### src/rtl/vag_pkg.sv
package vag_pkg;
    parameter int ADDR_W     = 32;
    parameter int MAX_VL     = 64;
    parameter int ELEM_BYTES = 8;

    localparam int EL_W  = $clog2(MAX_VL);
    localparam int VL_W  = EL_W + 1;
    localparam int SCALE = $clog2(ELEM_BYTES);

    typedef enum logic [1:0] {
        AM_UNIT   = 2'd0,
        AM_STRIDE = 2'd1,
        AM_INDEX  = 2'd2,
        AM_ALT    = 2'd3
    } amode_e;

    typedef enum logic [1:0] {
        ST_IDLE = 2'd0,
        ST_RUN  = 2'd1,
        ST_FIN  = 2'd2
    } seq_state_e;

    typedef struct packed {
        logic [VL_W-1:0]   vl;
        logic [MAX_VL-1:0] pred;
        logic              store;
    } instr_ctl_t;

    typedef struct packed {
        amode_e             mode;
        logic [ADDR_W-1:0]  base;
        logic [ADDR_W-1:0]  step;
    } instr_adr_t;

    function automatic logic [VL_W-1:0] clamp_len(input logic [VL_W-1:0] n);
        return (n > VL_W'(MAX_VL)) ? VL_W'(MAX_VL) : n;
    endfunction

    function automatic logic [ADDR_W-1:0] scale_step(input amode_e m,
                                                    input logic [ADDR_W-1:0] s);
        if (m == AM_STRIDE)
            return s << SCALE;
        return ADDR_W'(ELEM_BYTES);
    endfunction
endpackage

### src/rtl/vag_ctrl.sv
module vag_ctrl
    import vag_pkg::*;
(
    input  logic              clk,
    input  logic              rst,
    input  logic              start,
    input  logic [VL_W-1:0]   vlen,
    input  logic [MAX_VL-1:0] mask,
    input  logic              is_store,
    input  logic              ready,
    output logic              load,
    output logic              adv,
    output logic              valid,
    output logic [EL_W-1:0]   elem,
    output logic              wen,
    output logic              busy,
    output logic              done
);
    seq_state_e      st;
    instr_ctl_t      ic;
    logic [VL_W-1:0] cnt;
    logic [VL_W-1:0] len_c;
    logic            last;

    always_comb begin
        len_c = clamp_len(vlen);
        load  = start && (st == ST_IDLE);
        valid = (st == ST_RUN);
        adv   = valid && ready;
        last  = (cnt == ic.vl - VL_W'(1));
        elem  = cnt[EL_W-1:0];
        wen   = valid && ic.store && ic.pred[cnt[EL_W-1:0]];
        busy  = (st != ST_IDLE);
        done  = (st == ST_FIN);
    end

    always_ff @(posedge clk) begin
        if (rst) begin
            st  <= ST_IDLE;
            ic  <= '0;
            cnt <= '0;
        end else begin
            case (st)
                ST_IDLE: if (start) begin
                    ic  <= '{vl: len_c, pred: mask, store: is_store};
                    cnt <= '0;
                    st  <= (len_c == '0) ? ST_FIN : ST_RUN;
                end
                ST_RUN: if (adv) begin
                    if (last) st  <= ST_FIN;
                    else      cnt <= cnt + VL_W'(1);
                end
                default: st <= ST_IDLE;
            endcase
        end
    end

    // every request lies inside the active length
    a_r5_elem_in_range: assert property (@(posedge clk) disable iff (rst)
        valid |-> (cnt < ic.vl));
    // accepted non-final element advances by one
    a_r5_step_by_one: assert property (@(posedge clk) disable iff (rst)
        (adv && !last) |=> (valid && cnt == $past(cnt) + VL_W'(1)));
    // stall keeps the request
    a_r7_hold_elem: assert property (@(posedge clk) disable iff (rst)
        (valid && !ready) |=> (valid && $stable(cnt) && $stable(wen)));
    // completion pulse lasts one cycle
    a_r8_done_single: assert property (@(posedge clk) disable iff (rst)
        done |=> !done);
    // final acceptance is followed by completion
    a_r8_done_after_last: assert property (@(posedge clk) disable iff (rst)
        (adv && last) |=> (done && !valid));
    // a start while busy leaves the captured instruction alone
    a_r10_busy_ignores_start: assert property (@(posedge clk) disable iff (rst)
        (busy && start) |=> $stable(ic));
endmodule

### src/rtl/vag_addr.sv
module vag_addr
    import vag_pkg::*;
(
    input  logic              clk,
    input  logic              rst,
    input  logic              load,
    input  logic              adv,
    input  logic [1:0]        mode_i,
    input  logic [ADDR_W-1:0] base_i,
    input  logic [ADDR_W-1:0] stride_i,
    input  logic [ADDR_W-1:0] idx_i,
    output logic [ADDR_W-1:0] addr_o
);
    instr_adr_t        ia;
    logic [ADDR_W-1:0] acc;
    amode_e            m_in;

    always_comb begin
        m_in   = amode_e'(mode_i);
        addr_o = ia.base + ((ia.mode == AM_INDEX) ? idx_i : acc);
    end

    always_ff @(posedge clk) begin
        if (rst) begin
            ia  <= '{mode: AM_UNIT, base: '0, step: '0};
            acc <= '0;
        end else if (load) begin
            ia  <= '{mode: m_in, base: base_i, step: scale_step(m_in, stride_i)};
            acc <= '0;
        end else if (adv) begin
            acc <= acc + ia.step;
        end
    end

    // outside indexed mode the address holds when nothing advances
    a_r7_hold_addr: assert property (@(posedge clk) disable iff (rst)
        (!adv && !load && ia.mode != AM_INDEX) |=> $stable(addr_o));
    // consecutive mode always moves by one element size
    a_r2_unit_step: assert property (@(posedge clk) disable iff (rst)
        (adv && !load && (ia.mode == AM_UNIT || ia.mode == AM_ALT))
        |=> (addr_o == $past(addr_o) + ADDR_W'(ELEM_BYTES)));
endmodule

### src/rtl/vmem_addr_gen.sv
module vmem_addr_gen
    import vag_pkg::*;
(
    input  logic              clk,
    input  logic              rst,
    input  logic              start,
    input  logic [1:0]        mode,
    input  logic [ADDR_W-1:0] base,
    input  logic [ADDR_W-1:0] stride,
    input  logic [VL_W-1:0]   vlen,
    input  logic [MAX_VL-1:0] mask,
    input  logic              is_store,
    output logic              busy,
    input  logic [ADDR_W-1:0] idx_in,
    output logic              req_valid,
    input  logic              req_ready,
    output logic [ADDR_W-1:0] req_addr,
    output logic [EL_W-1:0]   req_elem,
    output logic              req_wen,
    output logic              done
);
    logic load, adv;

    vag_ctrl u_ctrl (
        .clk      (clk),
        .rst      (rst),
        .start    (start),
        .vlen     (vlen),
        .mask     (mask),
        .is_store (is_store),
        .ready    (req_ready),
        .load     (load),
        .adv      (adv),
        .valid    (req_valid),
        .elem     (req_elem),
        .wen      (req_wen),
        .busy     (busy),
        .done     (done)
    );

    vag_addr u_addr (
        .clk      (clk),
        .rst      (rst),
        .load     (load),
        .adv      (adv),
        .mode_i   (mode),
        .base_i   (base),
        .stride_i (stride),
        .idx_i    (idx_in),
        .addr_o   (req_addr)
    );

    // a write-enable never appears without a request
    a_r6_wen_needs_valid: assert property (@(posedge clk) disable iff (rst)
        req_wen |-> req_valid);
    // completion never coincides with a request
    a_r9_done_no_req: assert property (@(posedge clk) disable iff (rst)
        done |-> !req_valid);
endmodule

### config.mk
export PLATFORM = sky130hd
export DESIGN_NAME = vmem_addr_gen
export DESIGN_NICKNAME = d
export VERILOG_FILES = /design/src/rtl/vag_pkg.sv /design/src/rtl/vag_ctrl.sv /design/src/rtl/vag_addr.sv /design/src/rtl/vmem_addr_gen.sv
export SDC_FILE = /design/constraint.sdc
export NUM_CORES = 1
export LEC_CHECK = 0
export BUFFER_PORTS_ARGS = -buffer_cell sky130_fd_sc_hd__buf_2
export CAP_MARGIN = 20
export CORE_AREA = 2 2 134 136
export CTS_CLUSTER_SIZE = 25
export DETAILED_ROUTE_END_ITERATION = 8
export DIE_AREA = 0 0 136 138
export GPL_TIMING_DRIVEN = 0
export PLACE_DENSITY = 0.87
export SLEW_MARGIN = 20
export SYNTH_ARGS = -nofsm -noshare
export SYNTH_HDL_FRONTEND = slang
export SYNTH_SLANG_ARGS = --single-unit
### constraint.sdc
create_clock -name clk -period 7.8 [get_ports clk]
set_clock_uncertainty 0.1 [all_clocks]
set_input_delay 0.39 -clock clk [delete_from_list [all_inputs] [get_ports clk]]
set_output_delay 0.39 -clock clk [all_outputs]
set_load 0.005 [all_outputs]
==> results of run 1 <==
==> sequential cells by signal, indices dropped and copies added, names as in the netlist <==
| register | flops |
|---|---|
| u_ctrl.ic | 72 |
| u_addr.acc | 29 |
| u_addr.ia | 63 |
| u_ctrl.cnt | 7 |
| u_ctrl.st | 2 |
==> worst register-to-register path: cells and delay by family, from the launching register on <==
family                   cells  cell delay [ns]
AO/OA/AOI/OAI                7             1.86
adder cells (fa/ha/maj)      2             0.69
flip-flops                   1             0.36
AND/OR/NAND/NOR              1             0.06
==> cell type report <==
class                      instances  area (µm²)
clock inverter                    14       146.4
multi-input combinational        986        6326
timing repair buffer             212        1064
sequential                       173        3463
fill                            1446        5379
clock buffer                      17       425.4
buffer                            79       331.6
antenna                            6       15.01
tap                              229       286.5
inverter                          26       97.59
==> routing by layer <==
layer / track usage [%] / up-vias / part of all wire (%)
met1: 39.96 / 4656 / 40
met4: 14.25 / 0 / 4.2
met3: 8.251 / 93 / 8.5
met5: 0 / - / 0
li1: - / 4945 / -
met2: 51.44 / 451 / 47
==> path summary, 6_finish.rpt <==
path,start,endpoint,slack [ns],cells past startpoint
setup reg to reg,u_addr.ia[3],u_addr.acc[29],4.67,10
hold / removal,stride[12],u_addr.ia[15],0.06,2
setup / recovery,u_addr.ia[65],req_addr[31],2.70,14
hold reg to reg,u_ctrl.ic[52],u_ctrl.ic[52],0.35,2
==> cells by family (layout without fill, tap and decap cells) <==
family                     count (synthesis)  in the layout  share of synthesized area, %
AOI/OAI and AO/OA                        367            367                         21.93
muxes                                     52             52                         8.024
buffers and inverters                    105            348                         4.202
DFF                                      173            173                         33.91
adders and majority gates                 66             66                         8.232
other                                      0              6                             0
xor gates and xnor gates                  59             59                         5.059
and+or+nand+nor                          442            442                         18.64
==> power by group through the flow <==
stage / registers, W / clock network, W / logic, W
floorplan: 0.000975 / 0 / 0.000270
global placement: 0.000984 / 0 / 0.000408
detailed placement: 0.000986 / 0 / 0.000419
CTS: 0.000966 / 0.000852 / 0.000422
global route: 0.000972 / 0.000893 / 0.000469
finish: 0.000967 / 0.000849 / 0.000426
==> Yosys cell counts (all sizes together) (9+ instances only) <==
master,number,area share (%)
mux4,21,4.6
clkbuf,65,2.4
o21ai,45,2.2
xnor2,36,3.1
o211ai,10,0.74
nand3,26,1.3
a21oi,188,9.2
xor2,23,2.0
nor2b,9,0.55
mux2,29,3.2
nor3,18,0.88
inv,26,0.96
a21o,29,2.1
a211oi,13,0.96
a22o,31,2.7
ha,64,7.8
buf,14,0.83
nand4,12,0.74
nor2,58,2.1
nand2,275,10
nand2b,9,0.55
dfxtp,173,34
==> metrics by stage <==
| step | power (W) | cell area (µm²) | utilization (%) | cells | worst slack, ns |
|---|---|---|---|---|---|
| global placement | 0.001392 | 11560 | 65.91 | 1704 | 3.279 |
| global route | 0.002335 | 12150 | 69.28 | 1739 | 2.447 |
| CTS | 0.002240 | 12140 | 69.24 | 1736 | 2.776 |
| floorplan | 0.001245 | 10210 | - | 1264 | 4.016 |
| detailed placement | 0.001405 | 11570 | 65.98 | 1705 | 3.247 |
| finish | 0.002242 | 12160 | 69.32 | 1742 | 2.701 |
==> out/metrics.csv, run 1 <==
stage;metric;value;unit
hold_path;hp-class;primary input to register;
timing;timing_hold_violations_final;0;
place;placer_congestion_estimate;0.9410;
floorplanning;core;17530;µm²
timing;maxSlewViolCount;0;
floorplanning;die-area;18770;µm²
drt;drt_pre_antenna_iters;7;
worst_setup_path;critical-path-top-delay-family;compound AO/OA/AOI/OAI gates;
floorplanning;floorplan.initialDensity;58.25;%
place;dpl.hpwl;23240;µm
yosys;post_synth_instance_area;10210;µm²
worst_setup_path;timing.critical_path.fanout_max;10;
worst_setup_path;crit_path_cell_trace;nor2b_1 > clkbuf_1 > buf_1 > mux2_2 > ha_1 > o21a_1 > o21ai_0 > a21oi_1 > a21boi_0 > or3b_2 > a21oi_1 > o221ai_1 > xnor2_1 > buf_2;
power;cellLeakagePower;5.367;nW
worst_setup_path;crit_required;7.31;ns
global_route;wire_length_of_the_first_global_routing_pass;47390;µm
worst_setup_path;buf_inv_stages_crit_path;3;
timing;slew-limit-headroom;41.08;%
global_route;globalRouteOverflowTotal;0;
drt;post-route-drc-count;0;
worst_setup_path;cpPeakStageDelay;0.57;ns
yosys;postSynth.topFlopCell;sky130_fd_sc_hd__dfxtp_1;
timing;finalHoldWorstSlack;0.05666;ns
drt;route.detailed.wl_per_inst;17.24;µm
power;comb_power_share;19.0;%
yosys;syn_inst;1264;
global_route;grt_antenna_before_repair;6;
timing;final.setup.tns;0;ns
floorplanning;die_height;138;µm
worst_setup_path;critPathCaptureType;output pin;
place;port_buffers;211;
yosys;synth_warnings;0;
drt;routed-via-count;10145;
worst_setup_path;crit_type;register to output pin;
layout;final_layout_size_suffix_gt1_share;20.97;%
power;clkPwrFrac;37.9;%
clock_network;cts_tree;done;
global_route;grtUsageTotal;31.87;%
worst_setup_path;critical-path-slowest-cell;sky130_fd_sc_hd__or3b_2;
clock_network;postCtsResizedCells;0;
floorplanning;die_w;136;µm
clock_network;clock_path_buffers;2;
clock_network;tritoncts_num_sinks;173;
timing;final_period_util;65.37;%
yosys;synth_seq_cells;173;
yosys;synth_enable_flop_cells;0;
yosys;synth.net_count;1504;
drt;drt_first_iter_violations;680;
clock_network;cts_buffers;17;
layout;final_nets;1735;
layout;mostFrequentLayoutCell;sky130_fd_sc_hd__nand2_1;
timing;timing.fmax;196.1;MHz
clock_network;cts.htree.levels;4;
layout;area_growth_syn_to_layout;19.01;%
clock_network;clk_latency;0.44;ns
worst_setup_path;worst_path_most_repeated_cell;sky130_fd_sc_hd__a21oi_1;
floorplanning;design.portCount;216;
timing;period_needed;5.099;ns
drt;vias_per_cell;5.824;
yosys;sequential_area_share_after_synthesis;33.91;%
power;peakVddDrop;164.8;µV
clock_network;cts-hold-fix-buffers;0;
worst_setup_path;start_kind;register;
global_route;grt_pass1_vias;9621;
job;drv_cap;0;
worst_setup_path;critical_path_arrival;4.61;ns
clock_network;clock-root-buffer;sky130_fd_sc_hd__clkbuf_16;
timing;timing.final.setup_violations;0;
layout;final_cell_mix;sky130_fd_sc_hd__nand2_1, sky130_fd_sc_hd__buf_2, sky130_fd_sc_hd__a21oi_1;
power;cellPowerDensity;184.5;nW/µm²
timing;grt_setup_unrepaired;false;
yosys;syn_area_per_cell;8.080;µm²
run_status;result_of_the_run;completed;
clock_network;post-cts-setup-buffer-count;0;
yosys;synth.distinct_cells;60;
power;swShare;30.38;%
clock_network;clk_transition_reported_paths;0.07;ns
floorplanning;placementRows;49;
timing;worst_pin_slew;0.8806;ns
global_route;grt_start_max_net_pins;18;
yosys;async_reset_ff_share;0;%
drt;antenna_violating_nets_post_route;0;
drt;finalWirelength;30030;µm
power;power_report.internal_total;0.001561;W
power;share_seq_of_total_power;43.1;%
power;power_switching;0.0006812;W
No activity file was read; power rests on OpenSTA's default activity.
==> inputs of run 2 (changes only) <==
--- a/config.mk
+++ b/config.mk
@@ -7,12 +7,12 @@
 export LEC_CHECK = 0
 export BUFFER_PORTS_ARGS = -buffer_cell sky130_fd_sc_hd__buf_2
 export CAP_MARGIN = 20
-export CORE_AREA = 2 2 134 136
+export CORE_AREA = 2 2 146 148
 export CTS_CLUSTER_SIZE = 25
 export DETAILED_ROUTE_END_ITERATION = 8
-export DIE_AREA = 0 0 136 138
+export DIE_AREA = 0 0 148 150
 export GPL_TIMING_DRIVEN = 0
-export PLACE_DENSITY = 0.87
+export PLACE_DENSITY = 0.78
 export SLEW_MARGIN = 20
 export SYNTH_ARGS = -nofsm -noshare
 export SYNTH_HDL_FRONTEND = slang
==> constraint.sdc (replaced) <==
create_clock -name clk -period 4.3 [get_ports clk]
set_clock_uncertainty 0.1 [all_clocks]
set_input_delay 0.215 -clock clk [delete_from_list [all_inputs] [get_ports clk]]
set_output_delay 0.215 -clock clk [all_outputs]
set_load 0.005 [all_outputs]
==> run 2 against run 1 <==
Compared with the run above:
- register-to-register slack worse by 3.5 ns
- global-route usage down 1.9 points
- hold slack worse by 0.041 ns
- combinational power up 110%
- setup slack worse by 2.6 ns
- clock power up 80%
- critical path type unchanged
- critical endpoint is now req_addr[29]
==> out/metrics.csv, run 2 (synthesis gave the netlist of run 1 again) <==
stage;metric;value;unit;change
worst_setup_path;crit_path_cell_trace;nor2b_1 > buf_4 > buf_6 > mux2_2 > ha_1 > a21oi_1 > o21ai_0 > a221oi_1 > o21ai_0 > a21o_1 > o311ai_1 > buf_2;;
worst_setup_path;critPathCaptureType;output pin;;
worst_setup_path;crit_required;3.98;ns;-3.33 ns
layout;final_layout_size_suffix_gt1_share;20.80;%;-0.17 points
worst_setup_path;start_kind;register;;
place;port_buffers;211;;unchanged
floorplanning;die_height;150;µm;+8.7%
drt;finalWirelength;33770;µm;+12%
timing;timing_hold_violations_final;0;;unchanged
timing;setup_ws;0.1428;ns;-2.558 ns
worst_setup_path;cpPeakStageDelay;0.43;ns;-0.14 ns
drt;vias_per_cell;5.587;;-4.1%
clock_network;clock_path_buffers;2;;unchanged
worst_setup_path;worst_path_most_repeated_cell;sky130_fd_sc_hd__o21ai_0;;
global_route;wire_length_of_the_first_global_routing_pass;52700;µm;+11%
power;cellPowerDensity;305.8;nW/µm²;+66%
timing;final_period_util;96.68;%;
timing;maxSlewViolCount;0;;unchanged
layout;final_nets;1873;;+8.0%
timing;timing.fmax;240.5;MHz;
drt;drt_first_iter_violations;795;;+17%
clock_network;clk_latency;0.43;ns;about the same
worst_setup_path;timing.reg2reg.worst_path_depth;10;;unchanged
layout;regMostFlops;u_ctrl.ic;;
layout;area_growth_syn_to_layout;34.13;%;
hold_path;hp-class;primary input to register;;
place;dpl-instance-area;11630;µm²;+0.53%
run_status;result_of_the_run;completed;;
timing;timing.final.setup_violations;0;;unchanged
worst_setup_path;critical-path-slowest-cell;sky130_fd_sc_hd__o311ai_1;;
floorplanning;placementRows;53;;+8.2%
hold_path;hold_path_depth;3;;+1
worst_setup_path;critical-path-top-delay-family;compound AO/OA/AOI/OAI gates;;
drt;routed-via-count;10733;;+5.8%
layout;mostFrequentLayoutCell;sky130_fd_sc_hd__nand2_1;;
worst_setup_path;crit_type;register to output pin;;
floorplanning;die_w;148;µm;+8.8%
place;dpl.hpwl;24020;µm;+3.4%
layout;reg.largest.list;u_ctrl.ic (72), u_addr.ia (63), u_addr.acc (29);;
clock_network;cts.htree.levels;4;;unchanged
hold_path;worst_hold_startpoint;base[30];;
power;peakVddDrop;265.1;µV;+61%
drt;post-route-drc-count;0;;unchanged
floorplanning;floorplan.initialDensity;49.37;%;-8.9 points
layout;final_cell_mix;sky130_fd_sc_hd__nand2_1, sky130_fd_sc_hd__buf_2, sky130_fd_sc_hd__a21oi_1;;
power;cellLeakagePower;5.965;nW;+11%
job;drv_cap;0;;unchanged
worst_setup_path;timing.critical_path.fanout_max;10;;unchanged
global_route;grt_start_max_net_pins;17;;-1
drt;antenna_violating_nets_post_route;0;;unchanged
worst_setup_path;timing.rr.start;u_addr.ia[3];;
drt;route.detailed.wl_per_inst;17.58;µm;+2.0%
global_route;grt_pass1_vias;10574;;+9.9%
drt;drt_pre_antenna_iters;6;;-1
worst_setup_path;regToRegSetupSlack;1.14;ns;-3.53 ns
floorplanning;die-area;22200;µm²;+18%
timing;slew-limit-headroom;34.79;%;-6.3 points
timing;period_needed;4.157;ns;
worst_setup_path;critical_path_arrival;3.84;ns;-0.77 ns
layout;stdcell_area;13700;µm²;+13%
clock_network;clock-root-buffer;sky130_fd_sc_hd__clkbuf_16;;
clock_network;cts_buffers;17;;unchanged
place;placer_congestion_estimate;0.9307;;-1.1%
hold_path;timing.hold.worst_endpoint;u_addr.ia[62];;
global_route;grtUsageTotal;29.94;%;-1.9 points
clock_network;tritoncts_num_sinks;173;;unchanged
clock_network;clk_transition_reported_paths;0.07;ns;about the same
global_route;grt_antenna_before_repair;3;;-3
worst_setup_path;buf_inv_stages_crit_path;3;;unchanged
global_route;globalRouteOverflowTotal;0;;unchanged
timing;worst_pin_slew;0.9745;ns;+0.09397 ns
floorplanning;design.portCount;216;;unchanged
worst_setup_path;worst_reg2reg_endpoint;u_addr.acc[29];;
layout;flip_flop_count_of_the_largest_register_after_layout;72;;unchanged
place;post-place-ws;-0.1557;ns;-3.403 ns
floorplanning;core;20690;µm²;+18%
clock_network;cts_tree;done;;
run 2: changes by cell type in the layout (fill, tap and decap cells not counted), sizes merged:
cell         previous run  this run
dlygate4sd3             0       134
clkbuf                 82        81
clkinvlp                1         2
diode                   6         2
buf                   226       232
clkinv                  3         1
inv                    35        34
run 2: worst reg2reg max path, stage by stage (launching register included):
cell and delay, ns:
sky130_fd_sc_hd__dfxtp_1 0.37, sky130_fd_sc_hd__ha_1 0.25, sky130_fd_sc_hd__fa_1 0.43, sky130_fd_sc_hd__a211oi_1 0.34, sky130_fd_sc_hd__o21ai_1 0.19, sky130_fd_sc_hd__a21oi_1 0.26
sky130_fd_sc_hd__o21ai_0 0.16, sky130_fd_sc_hd__a21oi_1 0.30, sky130_fd_sc_hd__o21ai_1 0.24, sky130_fd_sc_hd__a311o_1 0.39, sky130_fd_sc_hd__nand3_1 0.07
run 2: worst max path at each step:
stage,slack (ns),from,end,cells after the start
floorplan,0.69,u_addr.ia[65],req_addr[30],13
global placement,-0.14,u_addr.ia[65],req_addr[31],14
detailed placement,-0.16,u_addr.ia[65],req_addr[31],14
CTS,0.01,u_addr.ia[65],req_addr[27],14
global route,-0.008,u_addr.ia[65],req_addr[29],12
finish,0.14,u_addr.ia[65],req_addr[29],12
run 2: area by class of cell:
type | instances | area (µm²)
plain buffers | 79 | 360.3
flip-flops and latches | 173 | 3463
clock inverters | 12 | 127.6
well taps | 275 | 344.1
fillers | 1670 | 6990
repair buffers | 350 | 2439
diodes | 2 | 5.005
inverters | 26 | 97.59
multi-input cells | 986 | 6424
clock buffers | 18 | 439.2
run 2: per-layer routing:
| metal | track usage, % | up-vias | share of wire [%] |
|---|---|---|---|
| met5 | 0 | - | 0.044 |
| met4 | 11.95 | 2 | 3.6 |
| met3 | 6.250 | 98 | 7.4 |
| met2 | 51.34 | 452 | 48 |
| met1 | 36.82 | 4964 | 41 |
| li1 | - | 5217 | - |
run 2: what timing repair did:
item / CTS / global route
resized for setup: 15 / 21
endpoints found under the setup margin: 15 / 7
hold endpoints to repair: 134 / 0
setup buffers: 2 / 2
hold buffers: 134 / 0
pin swaps: 4 / 8
run 2: stage by stage:
stage                     util (%)  total power [W]  cells    TNS, ns  hold slack (ns)
after CTS                    65.74         0.004170   1917          0          0.01126
after detailed placement     56.21         0.002559   1751    -0.4039           0.3261
after floorplan                  -         0.002259   1264          0           0.2236
after global routing         66.21         0.004368   1921  -0.009356         0.009531
after global placement       56.13         0.002543   1750    -0.2455           0.3245
final                        66.21         0.004190   1921          0          0.01601
run 2: power by group:
part / switching (W) / leakage, nW / internal [W]
Combinational: 0.000496 / 4.28 / 0.000409
Clock: 0.000699 / 0.276 / 0.000827
Sequential: 0.0000624 / 1.41 / 0.00170
==> inputs of run 3 (changes only) <==
--- a/config.mk
+++ b/config.mk
@@ -5,14 +5,15 @@
 export SDC_FILE = /design/constraint.sdc
 export NUM_CORES = 1
 export LEC_CHECK = 0
+export ABC_AREA = 1
 export BUFFER_PORTS_ARGS = -buffer_cell sky130_fd_sc_hd__buf_2
 export CAP_MARGIN = 20
-export CORE_AREA = 2 2 146 148
+export CORE_AREA = 2 2 150 152
 export CTS_CLUSTER_SIZE = 25
 export DETAILED_ROUTE_END_ITERATION = 8
-export DIE_AREA = 0 0 148 150
+export DIE_AREA = 0 0 152 154
 export GPL_TIMING_DRIVEN = 0
-export PLACE_DENSITY = 0.78
+export PLACE_DENSITY = 0.79
 export SLEW_MARGIN = 20
 export SYNTH_ARGS = -nofsm -noshare
 export SYNTH_HDL_FRONTEND = slang
==> run 3 against run 2 <==
Compared with the run above:
- routed wire length up 16%
- global-route usage up 2.7 points
- via count up 18%
- combinational power up 30%
- utilization down 0.22 points
- hold slack worse by 0.0051 ns
- cell count up 19%
- synthesized area up 7.1%
- die area up 5.4%
- non-clock buffer count down 19
==> out/metrics.csv, run 3 <==
stage;metric;value;unit;change
timing;grt_setup_unrepaired;false;;
yosys;sequential_area_share_after_synthesis;31.67;%;-2.2 points
clock_network;clk_latency;0.44;ns;about the same
floorplanning;die_height;154;µm;+2.7%
layout;regMostFlops;u_ctrl.ic;;
drt;route.detailed.wl_per_inst;17.22;µm;-2.0%
yosys;yosys.area.top_type;sky130_fd_sc_hd__dfxtp_1;;
yosys;synth.distinct_cells;43;;-28%
yosys;synth_enable_flop_cells;0;;unchanged
layout;final_layout_size_suffix_gt1_share;15.28;%;-5.5 points
worst_setup_path;crit_type;register to output pin;;
yosys;ys_top_cells_by_area;sky130_fd_sc_hd__dfxtp_1, sky130_fd_sc_hd__nand2_1, sky130_fd_sc_hd__a21oi_1;;
layout;flip_flop_count_of_the_largest_register_after_layout;72;;unchanged
floorplanning;die_w;152;µm;+2.7%
power;cellPowerDensity;322.0;nW/µm²;+5.3%
job;drv_cap;0;;unchanged
yosys;synth_most_common_cell;sky130_fd_sc_hd__nand2_1;;
floorplanning;floorplan.initialDensity;50.43;%;+1.1 points
drt;finalWirelength;39320;µm;+16%
layout;nFillCells;1880;;+13%
timing;slew-limit-headroom;52.94;%;+18 points
layout;multiInputGateArea;6310;µm²;-1.8%
power;clkPwrFrac;35.4;%;-1.0 points
timing;finalHoldWorstSlack;0.01087;ns;-0.005136 ns
worst_setup_path;crit_required;3.98;ns;about the same
clock_network;tritoncts_num_sinks;173;;unchanged
timing;final.setup.tns;0;ns;unchanged
layout;mostFrequentLayoutCell;sky130_fd_sc_hd__nand2_1;;
yosys;async_reset_ff_share;0;%;unchanged
drt;drt_pre_antenna_iters;7;;+1
global_route;grt_start_max_net_pins;17;;unchanged
power;swShare;32.12;%;+2.1 points
yosys;syn_area_per_cell;6.730;µm²;-17%
floorplanning;core;21690;µm²;+4.8%
yosys;postSynth.topFlopCell;sky130_fd_sc_hd__dfxtp_1;;
floorplanning;die-area;23410;µm²;+5.4%
power;share_seq_of_total_power;39.0;%;-3.0 points
worst_setup_path;critPathCaptureType;output pin;;
timing;worst_pin_slew;0.7058;ns;-0.2687 ns
timing;timing_hold_violations_final;0;;unchanged
layout;final_cell_mix;sky130_fd_sc_hd__nand2_1, sky130_fd_sc_hd__buf_2, sky130_fd_sc_hd__inv_1;;
clock_network;cts_buffers;17;;unchanged
power;comb_power_share;25.6;%;+4.0 points
global_route;grt_antenna_before_repair;1;;-2
timing;timing.fmax;248.0;MHz;+3.1%
yosys;synth_seq_cells;173;;unchanged
yosys;synth.net_count;1865;;+24%
layout;regArea;3463;µm²;unchanged
yosys;post_synth_most_frequent_cells;sky130_fd_sc_hd__nand2_1, sky130_fd_sc_hd__inv_1, sky130_fd_sc_hd__dfxtp_1, sky130_fd_sc_hd__a21oi_1, sky130_fd_sc_hd__o21ai_0;;
drt;vias_per_cell;5.562;;-0.45%
global_route;globalRouteOverflowTotal;0;;unchanged
drt;post-route-drc-count;0;;unchanged
timing;period_needed;4.033;ns;-0.1243 ns
worst_setup_path;critical_path_arrival;3.72;ns;-0.12 ns
yosys;synth_warnings;0;;unchanged
timing;final_period_util;93.79;%;-2.9 points
yosys;syn_inst;1625;;+29%
clock_network;clock-root-buffer;sky130_fd_sc_hd__clkbuf_16;;
timing;timing.final.setup_violations;0;;unchanged
power;peakVddDrop;201.2;µV;-24%
yosys;synthDominantCellAreaShare;31.67;%;-2.2 points
timing;maxSlewViolCount;0;;unchanged
place;port_buffers;212;;+0.47%
layout;final_nets;2231;;+19%
global_route;wire_length_of_the_first_global_routing_pass;61140;µm;+16%
power;power_switching;0.001480;W;+18%
floorplanning;design.portCount;216;;unchanged
clock_network;clk_transition_reported_paths;0.07;ns;about the same
drt;drt_first_iter_violations;1259;;+58%
worst_setup_path;timing.critical_path.fanout_max;10;;unchanged
yosys;post_synth_instance_area;10940;µm²;+7.1%
global_route;grt_pass1_vias;12011;;+14%
clock_network;cts.htree.levels;4;;unchanged
floorplanning;placementRows;54;;+1.9%
worst_setup_path;start_kind;register;;
layout;area_growth_syn_to_layout;30.88;%;
run_status;result_of_the_run;completed;;
hold_path;hp-class;primary input to register;;
power;cellLeakagePower;7.164;nW;+20%
power;power_report.internal_total;0.003128;W;+6.7%
drt;routed-via-count;12698;;+18%
global_route;grtUsageTotal;32.64;%;+2.7 points
place;placer_congestion_estimate;0.9577;;+2.9%
clock_network;post-cts-setup-buffer-count;0;;-2
drt;antenna_violating_nets_post_route;0;;unchanged
clock_network;clock_path_buffers;2;;unchanged
layout;reg.largest.list;u_ctrl.ic (72), u_addr.ia (63), u_addr.acc (29);;
clock_network;cts_tree;done;;
place;dpl.hpwl;28440;µm;+18%
run 3: cell count changes in the layout (fill, tap and decap cells not counted), sizes merged, moves of 14 or more:
cell	change
inv	+196
o21ai	+111
nand2	+80
nor2	+75
nand3	+71
clkbuf	-42
a22o	+33
xnor2	-30
mux2	-27
a21o	-24
buf	+21
mux4	-21
a21oi	-17
xor2	+14
run 3: cell type report:
type | instances | share of cell area [%]
antenna | 1 | 0.01748
buffer | 63 | 2.255
clock buffer | 17 | 2.972
clock inverter | 13 | 1.276
inverter | 225 | 5.900
multi-input combinational | 1164 | 44.08
sequential | 173 | 24.20
tap | 280 | 2.448
timing repair buffer | 347 | 16.85
run 3: critical path, cell delays in order, from the launching register on:
cell and delay, ns:
sky130_fd_sc_hd__dfxtp_1 0.32, sky130_fd_sc_hd__inv_1 0.05, sky130_fd_sc_hd__nand2_1 0.25, sky130_fd_sc_hd__clkbuf_2 0.29
sky130_fd_sc_hd__buf_2 0.31, sky130_fd_sc_hd__nor2_1 0.08, sky130_fd_sc_hd__ha_1 0.26, sky130_fd_sc_hd__fa_1 0.47
sky130_fd_sc_hd__nand2_1 0.10, sky130_fd_sc_hd__nand2_1 0.06, sky130_fd_sc_hd__o21ai_1 0.19, sky130_fd_sc_hd__o21ai_2 0.14
sky130_fd_sc_hd__a21oi_1 0.28, sky130_fd_sc_hd__or2_1 0.17, sky130_fd_sc_hd__nand3_1 0.07, sky130_fd_sc_hd__nand2_1 0.06
sky130_fd_sc_hd__nand2_1 0.04, sky130_fd_sc_hd__buf_2 0.12
run 3: power by group through the flow:
stage | Sequential [W] | Combinational, W | Clock, W
floorplan | 0.00180 | 0.000658 | 0
global placement | 0.00182 | 0.00102 | 0
detailed placement | 0.00182 | 0.00103 | 0
CTS | 0.00179 | 0.00113 | 0.00163
global route | 0.00180 | 0.00129 | 0.00170
finish | 0.00180 | 0.00118 | 0.00163
run 3: final timing paths:
| kind | startpoint | end | slack [ns] | cells after the start |
|---|---|---|---|---|
| max | u_addr.ia[64] | req_addr[26] | 0.27 | 17 |
| min reg2reg | u_ctrl.ic[47] | u_ctrl.ic[47] | 0.36 | 2 |
| max reg2reg | u_ctrl.st[1] | u_ctrl.ic[70] | 1.87 | 10 |
| min | req_ready | u_ctrl.st[1] | 0.01 | 3 |
run 3: metrics by stage:
| stage | area (µm²) | setup WS [ns] | power (W) | util, % | cells |
|---|---|---|---|---|---|
| global route | 14310 | 0.001872 | 0.004788 | 66.00 | 2283 |
| floorplan | 10940 | 1.402 | 0.002455 | - | 1625 |
| finish | 14310 | 0.2670 | 0.004608 | 66.00 | 2283 |
| detailed placement | 12350 | 0.4818 | 0.002851 | 56.93 | 2117 |
| global placement | 12350 | 0.5324 | 0.002838 | 56.93 | 2117 |
| CTS | 14310 | 0.003460 | 0.004551 | 65.97 | 2282 |
run 3: metal layers:
metal  share of wire [%]  vias up  wire, µm  track usage, %
met2                  44      713     17400           52.62
met1                  41     5726     16320           42.70
met4                 4.4        0      1749           14.15
met3                 9.8      146      3850           6.370
li1                    -     6113         -               -
met5                   0        -         0               0
run 3: what timing repair did:
action | CTS | global route
endpoints found under the hold margin | 133 | 0
hold buffers | 135 | 0
endpoints found under the setup margin | 0 | 19
resized for setup | 0 | 4
run 3: cell families (layout without fill, tap and decap cells):
group           count (synthesis)  count (layout)  share of synthesized area, %
simple gates                  638             638                         24.51
compound gates                414             414                         21.76
buf+inv                       288             665                         10.64
flops                         173             173                         31.67
fa+ha+maj                      66              66                         7.688
xor+xnor                       43              43                         3.444
mux                             3               3                        0.2974
other cells                     0               1                             0
